[config.mk]
export PLATFORM = sky130hd
export DESIGN_NAME = oems_sorter
export DESIGN_NICKNAME = d
export VERILOG_FILES = /design/src/rtl/oems_pkg.sv /design/src/rtl/oems_cmpx.sv /design/src/rtl/oems_merge.sv /design/src/rtl/oems_sort.sv /design/src/rtl/oems_sorter.sv
export SDC_FILE = /design/constraint.sdc
export NUM_CORES = 1
export LEC_CHECK = 0
export BUFFER_PORTS_ARGS = -buffer_cell sky130_fd_sc_hd__buf_2
export CORE_ASPECT_RATIO = 0.8
export CORE_MARGIN = 5
export CORE_UTILIZATION = 60
export DETAILED_ROUTE_END_ITERATION = 12
export PLACE_DENSITY = 0.83
export SLEW_MARGIN = 20
export SYNTH_ARGS = -nofsm -noshare
export SYNTH_HDL_FRONTEND = slang
export SYNTH_SLANG_ARGS = --single-unit
[constraint.sdc]
create_clock -name clk -period 0.8 [get_ports clk]
set_input_delay 0.12 -clock clk [delete_from_list [all_inputs] [get_ports clk]]
set_output_delay 0.12 -clock clk [all_outputs]
set_load 0.05 [all_outputs]
[src/rtl/oems_pkg.sv]
`timescale 1ns/1ps
package oems_pkg;

  // True when v is a power of two of at least 2.
  function automatic bit is_pow2(input int v);
    return (v >= 2) && ((v & (v - 1)) == 0);
  endfunction

  // Comparators in a merger with n inputs in total.
  function automatic int merge_cmp(input int n);
    if (n <= 2) return 1;
    return 2 * merge_cmp(n / 2) + n / 2 - 1;
  endfunction

  // Stages in a merger with n inputs in total.
  function automatic int merge_depth(input int n);
    if (n <= 2) return 1;
    return merge_depth(n / 2) + 1;
  endfunction

  // Comparators in a full sorter of n keys.
  function automatic int sort_cmp(input int n);
    if (n <= 2) return 1;
    return 2 * sort_cmp(n / 2) + merge_cmp(n);
  endfunction

  // Stages in a full sorter of n keys.
  function automatic int sort_depth(input int n);
    if (n <= 2) return 1;
    return sort_depth(n / 2) + merge_depth(n);
  endfunction

endpackage

[src/rtl/oems_cmpx.sv]
`timescale 1ns/1ps
// One compare-exchange cell: smaller key to lo_o, larger to hi_o.
module oems_cmpx #(
  parameter int W = 16
) (
  input  logic [W-1:0] a_i,
  input  logic [W-1:0] b_i,
  output logic [W-1:0] lo_o,
  output logic [W-1:0] hi_o
);
  logic swap;

  // Strict compare: equal keys stay in place.
  assign swap = (a_i > b_i);
  assign lo_o = swap ? b_i : a_i;
  assign hi_o = swap ? a_i : b_i;
endmodule

[src/rtl/oems_merge.sv]
`timescale 1ns/1ps
// Merges two sorted halves of L keys (L a power of two).
// keys_i[0 .. L/2-1] and keys_i[L/2 .. L-1] must each be ascending.
module oems_merge #(
  parameter int W = 16,
  parameter int L = 8
) (
  input  logic [L*W-1:0] keys_i,
  output logic [L*W-1:0] keys_o
);
  generate
    if (L == 2) begin : g_leaf
      oems_cmpx #(.W(W)) u_cx (
        .a_i (keys_i[0 +: W]),
        .b_i (keys_i[W +: W]),
        .lo_o(keys_o[0 +: W]),
        .hi_o(keys_o[W +: W])
      );
    end else begin : g_rec
      localparam int H = L / 2;
      localparam int Q = L / 4;
      logic [H*W-1:0] ev_in, od_in, ev_m, od_m;

      // Split each half into its even- and odd-position subsequences.
      for (genvar k = 0; k < Q; k++) begin : g_split
        assign ev_in[k*W +: W]     = keys_i[(2*k)*W +: W];
        assign ev_in[(Q+k)*W +: W] = keys_i[(H+2*k)*W +: W];
        assign od_in[k*W +: W]     = keys_i[(2*k+1)*W +: W];
        assign od_in[(Q+k)*W +: W] = keys_i[(H+2*k+1)*W +: W];
      end

      oems_merge #(.W(W), .L(H)) u_ev (.keys_i(ev_in), .keys_o(ev_m));
      oems_merge #(.W(W), .L(H)) u_od (.keys_i(od_in), .keys_o(od_m));

      // The ends need no comparator.
      assign keys_o[0 +: W]         = ev_m[0 +: W];
      assign keys_o[(L-1)*W +: W]   = od_m[(H-1)*W +: W];

      // Final cross column of H-1 comparators.
      for (genvar i = 1; i < H; i++) begin : g_cross
        oems_cmpx #(.W(W)) u_cx (
          .a_i (ev_m[i*W +: W]),
          .b_i (od_m[(i-1)*W +: W]),
          .lo_o(keys_o[(2*i-1)*W +: W]),
          .hi_o(keys_o[(2*i)*W +: W])
        );
      end
    end
  endgenerate
endmodule

[src/rtl/oems_sort.sv]
`timescale 1ns/1ps
// Full combinational sorter of L keys: two half sorters, then one merger.
module oems_sort #(
  parameter int W = 16,
  parameter int L = 8
) (
  input  logic [L*W-1:0] keys_i,
  output logic [L*W-1:0] keys_o
);
  generate
    if (L == 2) begin : g_leaf
      oems_cmpx #(.W(W)) u_cx (
        .a_i (keys_i[0 +: W]),
        .b_i (keys_i[W +: W]),
        .lo_o(keys_o[0 +: W]),
        .hi_o(keys_o[W +: W])
      );
    end else begin : g_rec
      localparam int H = L / 2;
      logic [L*W-1:0] halves;

      oems_sort #(.W(W), .L(H)) u_lo (
        .keys_i(keys_i[0 +: H*W]),
        .keys_o(halves[0 +: H*W])
      );
      oems_sort #(.W(W), .L(H)) u_hi (
        .keys_i(keys_i[H*W +: H*W]),
        .keys_o(halves[H*W +: H*W])
      );
      oems_merge #(.W(W), .L(L)) u_mrg (
        .keys_i(halves),
        .keys_o(keys_o)
      );
    end
  endgenerate
endmodule

[src/rtl/oems_sorter.sv]
`timescale 1ns/1ps
// Top: sorting network with optional output register.
module oems_sorter #(
  parameter int N       = 8,
  parameter int W       = 16,
  parameter bit OUT_REG = 1'b1
) (
  input  logic           clk,
  input  logic           rst_n,
  input  logic           in_valid,
  input  logic [N*W-1:0] in_keys,
  output logic           out_valid,
  output logic [N*W-1:0] out_keys
);
  localparam int NUM_CMP = oems_pkg::sort_cmp(N);
  localparam int DEPTH   = oems_pkg::sort_depth(N);

  logic [N*W-1:0] net_keys;

  generate
    if (!oems_pkg::is_pow2(N) || NUM_CMP < 1 || DEPTH < 1) begin : g_bad_n
      $error("oems_sorter: N must be a power of two of at least 2");
    end
  endgenerate

  oems_sort #(.W(W), .L(N)) u_net (
    .keys_i(in_keys),
    .keys_o(net_keys)
  );

  generate
    if (OUT_REG) begin : g_reg
      logic           valid_d, valid_q;
      logic [N*W-1:0] keys_d, keys_q;
      logic           keys_en;

      // Next-state logic.
      always_comb begin
        valid_d = in_valid;
        keys_en = in_valid;
        keys_d  = net_keys;
      end

      // Control register with async reset.
      always_ff @(posedge clk or negedge rst_n) begin
        if (!rst_n) valid_q <= 1'b0;
        else        valid_q <= valid_d;
      end

      // Data register, enable only, no reset.
      always_ff @(posedge clk) begin
        if (keys_en) keys_q <= keys_d;
      end

      assign out_valid = valid_q;
      assign out_keys  = keys_q;
    end else begin : g_comb
      assign out_valid = in_valid;
      assign out_keys  = net_keys;
    end
  endgenerate
endmodule

==> results of run 1 <==
==> synthesized netlist by cell type, drive strengths merged (29+ instances only) <==
cell	n
nor2	156
mux2	51
nand4	86
mux2i	336
a21oi	212
inv	284
edfxtp	128
ha	291
o311ai	29
nor2b	32
clkbuf	68
nand2	120
buf	40
o21ai	101
a21o	54
==> cells by family after synthesis <==
logic type	after synthesis
compound gates	556
simple gates	540
xor+xnor	7
buf+inv	392
mux	387
flops	129
fa+ha+maj	292
==> stage by stage <==
step | cell area (µm²) | instances
2_1_floorplan | 20250 | 2303
3_3_place_gp | 28980 | 3865
3_5_place_dp | 28980 | 3865
==> metrics.txt, run 1 <==
# TYPE chip_impl_metric gauge
chip_impl_info{name="run_status",value="did not finish"} 1
chip_impl_info{name="last-stage-reached",value="clock tree synthesis"} 1
chip_impl_info{name="error_line",value="[ERROR DPL-0038] Utilization greater than 100%, impossible to legalize"} 1
chip_impl_metric{name="postSynth.asyncResetShare",unit="%"} 0.7752
chip_impl_metric{name="die_height",unit="µm"} 170.8
chip_impl_info{name="dominantRegCellSynth",value="sky130_fd_sc_hd__edfxtp_1"} 1
chip_impl_info{name="cts_root_buffer",value="sky130_fd_sc_hd__clkbuf_16"} 1
chip_impl_metric{name="gpl.final_weighted_congestion",unit=""} 1.206
chip_impl_metric{name="synth.net_count",unit=""} 2725
chip_impl_metric{name="synthMuxAreaShare",unit="%"} 20.42
chip_impl_metric{name="synth.distinct_cells",unit=""} 83
chip_impl_info{name="largest_family_of_logic_cells_by_synthesized_area",value="multiplexers"} 1
chip_impl_info{name="synth_top_cell_by_area",value="sky130_fd_sc_hd__edfxtp_1"} 1
chip_impl_metric{name="die_width",unit="µm"} 211.0
chip_impl_metric{name="synth-edff-count",unit=""} 128
chip_impl_metric{name="cts_hold_buffers",unit=""} 2
chip_impl_metric{name="detailedPlace.worstSlack",unit="ns"} -14.24
chip_impl_metric{name="yosysTopAreaCellShare",unit="%"} 19.81
chip_impl_metric{name="post_synth_xor_area_fraction",unit="%"} 0.3160
chip_impl_metric{name="synth_compound_gate_area_share",unit="%"} 18.68
chip_impl_metric{name="synth_cells",unit=""} 2303
chip_impl_metric{name="post_cts_resize_count",unit=""} 407
chip_impl_metric{name="synth.cell_area",unit="µm²"} 19400
chip_impl_metric{name="cts_buffers",unit=""} 17
chip_impl_metric{name="htreeDepth",unit=""} 4
chip_impl_metric{name="numClockSinks",unit=""} 129
chip_impl_metric{name="yosys_reg_bits",unit=""} 129
chip_impl_metric{name="placement_rows",unit=""} 58
chip_impl_metric{name="dpl.hpwl",unit="µm"} 84090
chip_impl_metric{name="initial_core_util",unit="%"} 61.32
chip_impl_metric{name="place.port_buffers",unit=""} 259
chip_impl_metric{name="io_pins",unit=""} 260
chip_impl_metric{name="synth.avg_cell_area",unit="µm²"} 8.424
chip_impl_metric{name="post-cts-setup-buffer-count",unit=""} 170
chip_impl_info{name="synth_area_leaders",value="sky130_fd_sc_hd__edfxtp_1 (20%), sky130_fd_sc_hd__ha_1 (19%), sky130_fd_sc_hd__mux2i_1 (17%), sky130_fd_sc_hd__inv_1 (5.5%), sky130_fd_sc_hd__a21oi_1 (5.4%)"} 1
chip_impl_metric{name="cts-root-to-sink-buffers",unit=""} 2
chip_impl_metric{name="synth_sequential_area_ratio",unit="%"} 19.94
chip_impl_metric{name="post_synth_fa_ha_maj_area_fraction",unit="%"} 18.82
chip_impl_metric{name="syn_warnings",unit=""} 0
chip_impl_metric{name="area_share_of_and_or_nand_nor_cells_after_synthesis",unit="%"} 13.90
==> run 2: changes to the inputs <==
--- a/config.mk
+++ b/config.mk
@@ -6,11 +6,10 @@
 export NUM_CORES = 1
 export LEC_CHECK = 0
 export BUFFER_PORTS_ARGS = -buffer_cell sky130_fd_sc_hd__buf_2
-export CORE_ASPECT_RATIO = 0.8
 export CORE_MARGIN = 5
-export CORE_UTILIZATION = 60
+export CORE_UTILIZATION = 40
 export DETAILED_ROUTE_END_ITERATION = 12
-export PLACE_DENSITY = 0.83
+export PLACE_DENSITY_LB_ADDON = 0.15
 export SLEW_MARGIN = 20
 export SYNTH_ARGS = -nofsm -noshare
 export SYNTH_HDL_FRONTEND = slang
==> run 2 against run 1 <==
The flow now finishes, with violations (negative setup slack). Synthesized area is the same. Synthesized cell count is the same.
==> metrics.txt, run 2 <==
# TYPE chip_impl_metric gauge
chip_impl_metric{name="die_height",unit="µm"} 230.2
chip_impl_metric{name="route.detailed.drc",unit=""} 0
chip_impl_metric{name="timing_worst_slew_pin_value",unit="ns"} 0.5848
chip_impl_metric{name="largest_net_degree_at_the_start_of_global_routing",unit=""} 49
chip_impl_info{name="worst_setup_path_start_kind",value="input pin"} 1
chip_impl_info{name="synth_area_leaders",value="sky130_fd_sc_hd__edfxtp_1 (20%), sky130_fd_sc_hd__ha_1 (19%), sky130_fd_sc_hd__mux2i_1 (17%), sky130_fd_sc_hd__inv_1 (5.5%), sky130_fd_sc_hd__a21oi_1 (5.4%)"} 1
chip_impl_metric{name="yosys_reg_bits",unit=""} 129
chip_impl_metric{name="synth-edff-count",unit=""} 128
chip_impl_metric{name="final_core_util",unit="%"} 72.70
chip_impl_metric{name="finalWorstPathRequiredPeriod",unit="ns"} 12.85
chip_impl_info{name="violated_checks",value="negative setup slack"} 1
chip_impl_metric{name="first_global_vias",unit=""} 24090
chip_impl_metric{name="worstPathBufferInverterCount",unit=""} 27
chip_impl_metric{name="final_max_slew_viol_count",unit=""} 0
chip_impl_metric{name="area_share_of_and_or_nand_nor_cells_after_synthesis",unit="%"} 13.90
chip_impl_metric{name="synth.cell_area",unit="µm²"} 19400
chip_impl_metric{name="initial_core_util",unit="%"} 40.55
chip_impl_metric{name="number_of_antenna_violations_at_the_first_check_in_global_routing",unit=""} 1
chip_impl_info{name="largest_family_of_logic_cells_by_synthesized_area",value="multiplexers"} 1
chip_impl_metric{name="num-nets-final",unit=""} 4148
chip_impl_metric{name="gr-usage-met1",unit="%"} 40.80
chip_impl_info{name="grt_setup_unrepaired",value="true"} 1
chip_impl_metric{name="route.detailed.wl_per_inst",unit="µm"} 21.62
chip_impl_metric{name="largest_stage_delay_on_the_critical_path",unit="ns"} 0.46
chip_impl_metric{name="final_min_period_over_clock_period",unit="%"} 1606
chip_impl_info{name="worst_path_most_repeated_cell",value="sky130_fd_sc_hd__buf_4"} 1
chip_impl_metric{name="post_synth_fa_ha_maj_area_fraction",unit="%"} 18.82
chip_impl_info{name="layout.cells.most_common",value="sky130_fd_sc_hd__buf_4"} 1
chip_impl_metric{name="largest_register_ffs",unit=""} 128
chip_impl_metric{name="post_synth_xor_area_fraction",unit="%"} 0.3160
chip_impl_metric{name="worst_slack",unit="ns"} -12.05
chip_impl_metric{name="final_hold_violation_count",unit=""} 0
chip_impl_metric{name="grt_first_pass_wirelength",unit="µm"} 137100
chip_impl_metric{name="place.port_buffers",unit=""} 259
chip_impl_metric{name="synth.net_count",unit=""} 2725
chip_impl_metric{name="grt_use_met2",unit="%"} 57.04
chip_impl_metric{name="synth_compound_gate_area_share",unit="%"} 18.68
chip_impl_info{name="dominantRegCellSynth",value="sky130_fd_sc_hd__edfxtp_1"} 1
chip_impl_metric{name="htreeDepth",unit=""} 4
chip_impl_metric{name="crit_path_max_fanout",unit=""} 5
chip_impl_metric{name="area.sequential",unit="µm²"} 3869
chip_impl_metric{name="syn_warnings",unit=""} 0
chip_impl_metric{name="antenna_cells",unit=""} 0
chip_impl_metric{name="max_freq",unit="MHz"} 77.82
chip_impl_metric{name="numClockSinks",unit=""} 129
chip_impl_metric{name="filler_cell_count",unit=""} 3588
chip_impl_metric{name="drtIter0Drc",unit=""} 1707
chip_impl_metric{name="synth_sequential_area_ratio",unit="%"} 19.94
chip_impl_info{name="min_path_type",value="in -> reg"} 1
chip_impl_metric{name="io_pins",unit=""} 260
chip_impl_metric{name="dpl.hpwl",unit="µm"} 75410
chip_impl_info{name="worst_path_cell_with_the_longest_stage_delay",value="sky130_fd_sc_hd__a2111o_1"} 1
chip_impl_info{name="most-common-layout-cells",value="sky130_fd_sc_hd__buf_4 (1,149), sky130_fd_sc_hd__mux2i_1 (257), sky130_fd_sc_hd__inv_1 (253)"} 1
chip_impl_metric{name="grt_use_met3",unit="%"} 6.045
chip_impl_info{name="worstHoldStart",value="in_valid"} 1
chip_impl_info{name="cts_tree",value="yes"} 1
chip_impl_metric{name="max-slew-margin-rel",unit="%"} 60.46
chip_impl_metric{name="totalNegativeSetupSlack",unit="ns"} -1373.20
chip_impl_metric{name="worstHoldPathCells",unit=""} 2
chip_impl_metric{name="global_routing_usage_summed_across_all_routing_layers",unit="%"} 33.46
chip_impl_metric{name="dr.pass1.iters",unit=""} 6
chip_impl_metric{name="yosysTopAreaCellShare",unit="%"} 19.81
chip_impl_metric{name="maxCapViolations",unit=""} 0
chip_impl_metric{name="arrival",unit="ns"} 13.05
chip_impl_info{name="synth_top_cell_by_area",value="sky130_fd_sc_hd__edfxtp_1"} 1
chip_impl_metric{name="gpl.final_weighted_congestion",unit=""} 1.014
chip_impl_metric{name="antenna_violating_nets_post_route",unit=""} 0
chip_impl_metric{name="synthToLayoutAreaGrowth",unit="%"} 79.29
chip_impl_metric{name="drt-total-wl",unit="µm"} 94120
chip_impl_info{name="setup.worst_path.class",value="in -> reg"} 1
chip_impl_metric{name="vias",unit=""} 23940
chip_impl_info{name="end_kind",value="flip-flop"} 1
chip_impl_metric{name="synth_cells",unit=""} 2303
chip_impl_metric{name="required_time_at_the_worst_slack_endpoint",unit="ns"} 1.00
chip_impl_metric{name="core_area",unit="µm²"} 47850
chip_impl_metric{name="postSynth.asyncResetShare",unit="%"} 0.7752
chip_impl_metric{name="cts_buffers",unit=""} 17
chip_impl_info{name="synth_commonest_cells",value="sky130_fd_sc_hd__mux2i_1 (335), sky130_fd_sc_hd__ha_1 (291), sky130_fd_sc_hd__inv_1 (284)"} 1
chip_impl_metric{name="synth.avg_cell_area",unit="µm²"} 8.424
chip_impl_info{name="hold_end",value="out_valid"} 1
chip_impl_metric{name="layout-drive-gt1-share",unit="%"} 53.09
chip_impl_info{name="cts_root_buffer",value="sky130_fd_sc_hd__clkbuf_16"} 1
chip_impl_info{name="post-synth-top-count-cell",value="sky130_fd_sc_hd__mux2i_1"} 1
chip_impl_metric{name="clkTransAtPathRegs",unit="ns"} 0.07
chip_impl_info{name="globalRoute.busiestLayer",value="met2"} 1
chip_impl_metric{name="cts-root-to-sink-buffers",unit=""} 2
chip_impl_metric{name="setup_viol",unit=""} 257
chip_impl_metric{name="die_area",unit="µm²"} 53010
chip_impl_metric{name="multi_input_logic_area",unit="µm²"} 16690
chip_impl_info{name="run_status",value="finished with violations"} 1
chip_impl_metric{name="synth.distinct_cells",unit=""} 83
chip_impl_metric{name="via_count_normalized_by_instance_count",unit=""} 5.498
chip_impl_metric{name="placement_rows",unit=""} 80
chip_impl_metric{name="gr-total-overflow",unit=""} 0
chip_impl_info{name="critical-path-top-delay-family",value="compound AO/OA/AOI/OAI gates"} 1
chip_impl_metric{name="die_width",unit="µm"} 230.2
chip_impl_metric{name="synthMuxAreaShare",unit="%"} 20.42
==> run 2: stage by stage <==
stage | cell area (µm²) | setup WS (ns) | std cells | hold WS (ns)
5_1_grt | 34780 | -12.54 | 4354 | 0.07642
3_3_place_gp | 29750 | -12.62 | 4147 | -0.1057
2_1_floorplan | 20250 | -12.06 | 2303 | -0.1756
6_report | 34780 | -12.05 | 4354 | 0.09941
4_1_cts | 33380 | -11.60 | 4321 | 0.05389
3_5_place_dp | 29750 | -12.91 | 4147 | -0.1041
==> run 2: area by class of cell <==
| class | count | area share [%] |
|---|---|---|
| timing repair buffer | 1508 | 33.78 |
| tap | 615 | 2.212 |
| sequential | 129 | 11.12 |
| clock inverter | 15 | 0.4964 |
| clock buffer | 17 | 1.223 |
| multi-input combinational | 1786 | 47.97 |
| inverter | 284 | 3.187 |
==> run 2: timing repair <==
| item | CTS | global route |
|---|---|---|
| setup buffers | 130 | 41 |
| setup endpoints to repair | 257 | 257 |
| pin swaps | 126 | 133 |
| hold buffers | 2 | 0 |
| gates cloned | 13 | 5 |
| hold endpoints to repair | 1 | 0 |
| resized for setup | 368 | 242 |
==> run 2: cell families (layout without fill, tap and decap cells) <==
kind of cell | count (synthesis) | count (layout)
DFF | 129 | 129
and+or+nand+nor | 540 | 540
muxes | 387 | 387
buffers and inverters | 392 | 1824
xor gates and xnor gates | 7 | 7
adders and majority gates | 292 | 292
AOI/OAI and AO/OA | 556 | 560
==> run 2: worst max path at each step <==
stage	end	startpoint	cells past startpoint	slack [ns]
floorplan	out_keys[35]	in_keys[49]	87	-12.06
finish	out_keys[40]	in_keys[10]	89	-12.05
global route	out_keys[75]	in_keys[29]	81	-12.54
detailed placement	out_keys[25]	in_keys[49]	73	-12.91
global placement	out_keys[110]	in_keys[49]	78	-12.62
CTS	out_keys[104]	in_keys[17]	78	-11.60
==> run 2: metal layers <==
| layer | vias up | wire length, µm | share of wire [%] |
|---|---|---|---|
| met5 | - | 0 | 0 |
| met4 | 0 | 5601 | 6.0 |
| met3 | 264 | 5378 | 5.7 |
| met2 | 898 | 45040 | 48 |
| met1 | 11390 | 38100 | 40 |
| li1 | 11390 | - | - |
Power of run 2 is left out: the tool's default activity adds up to more than one toggle a clock period on the data nets, which glitch-free logic cannot reach.
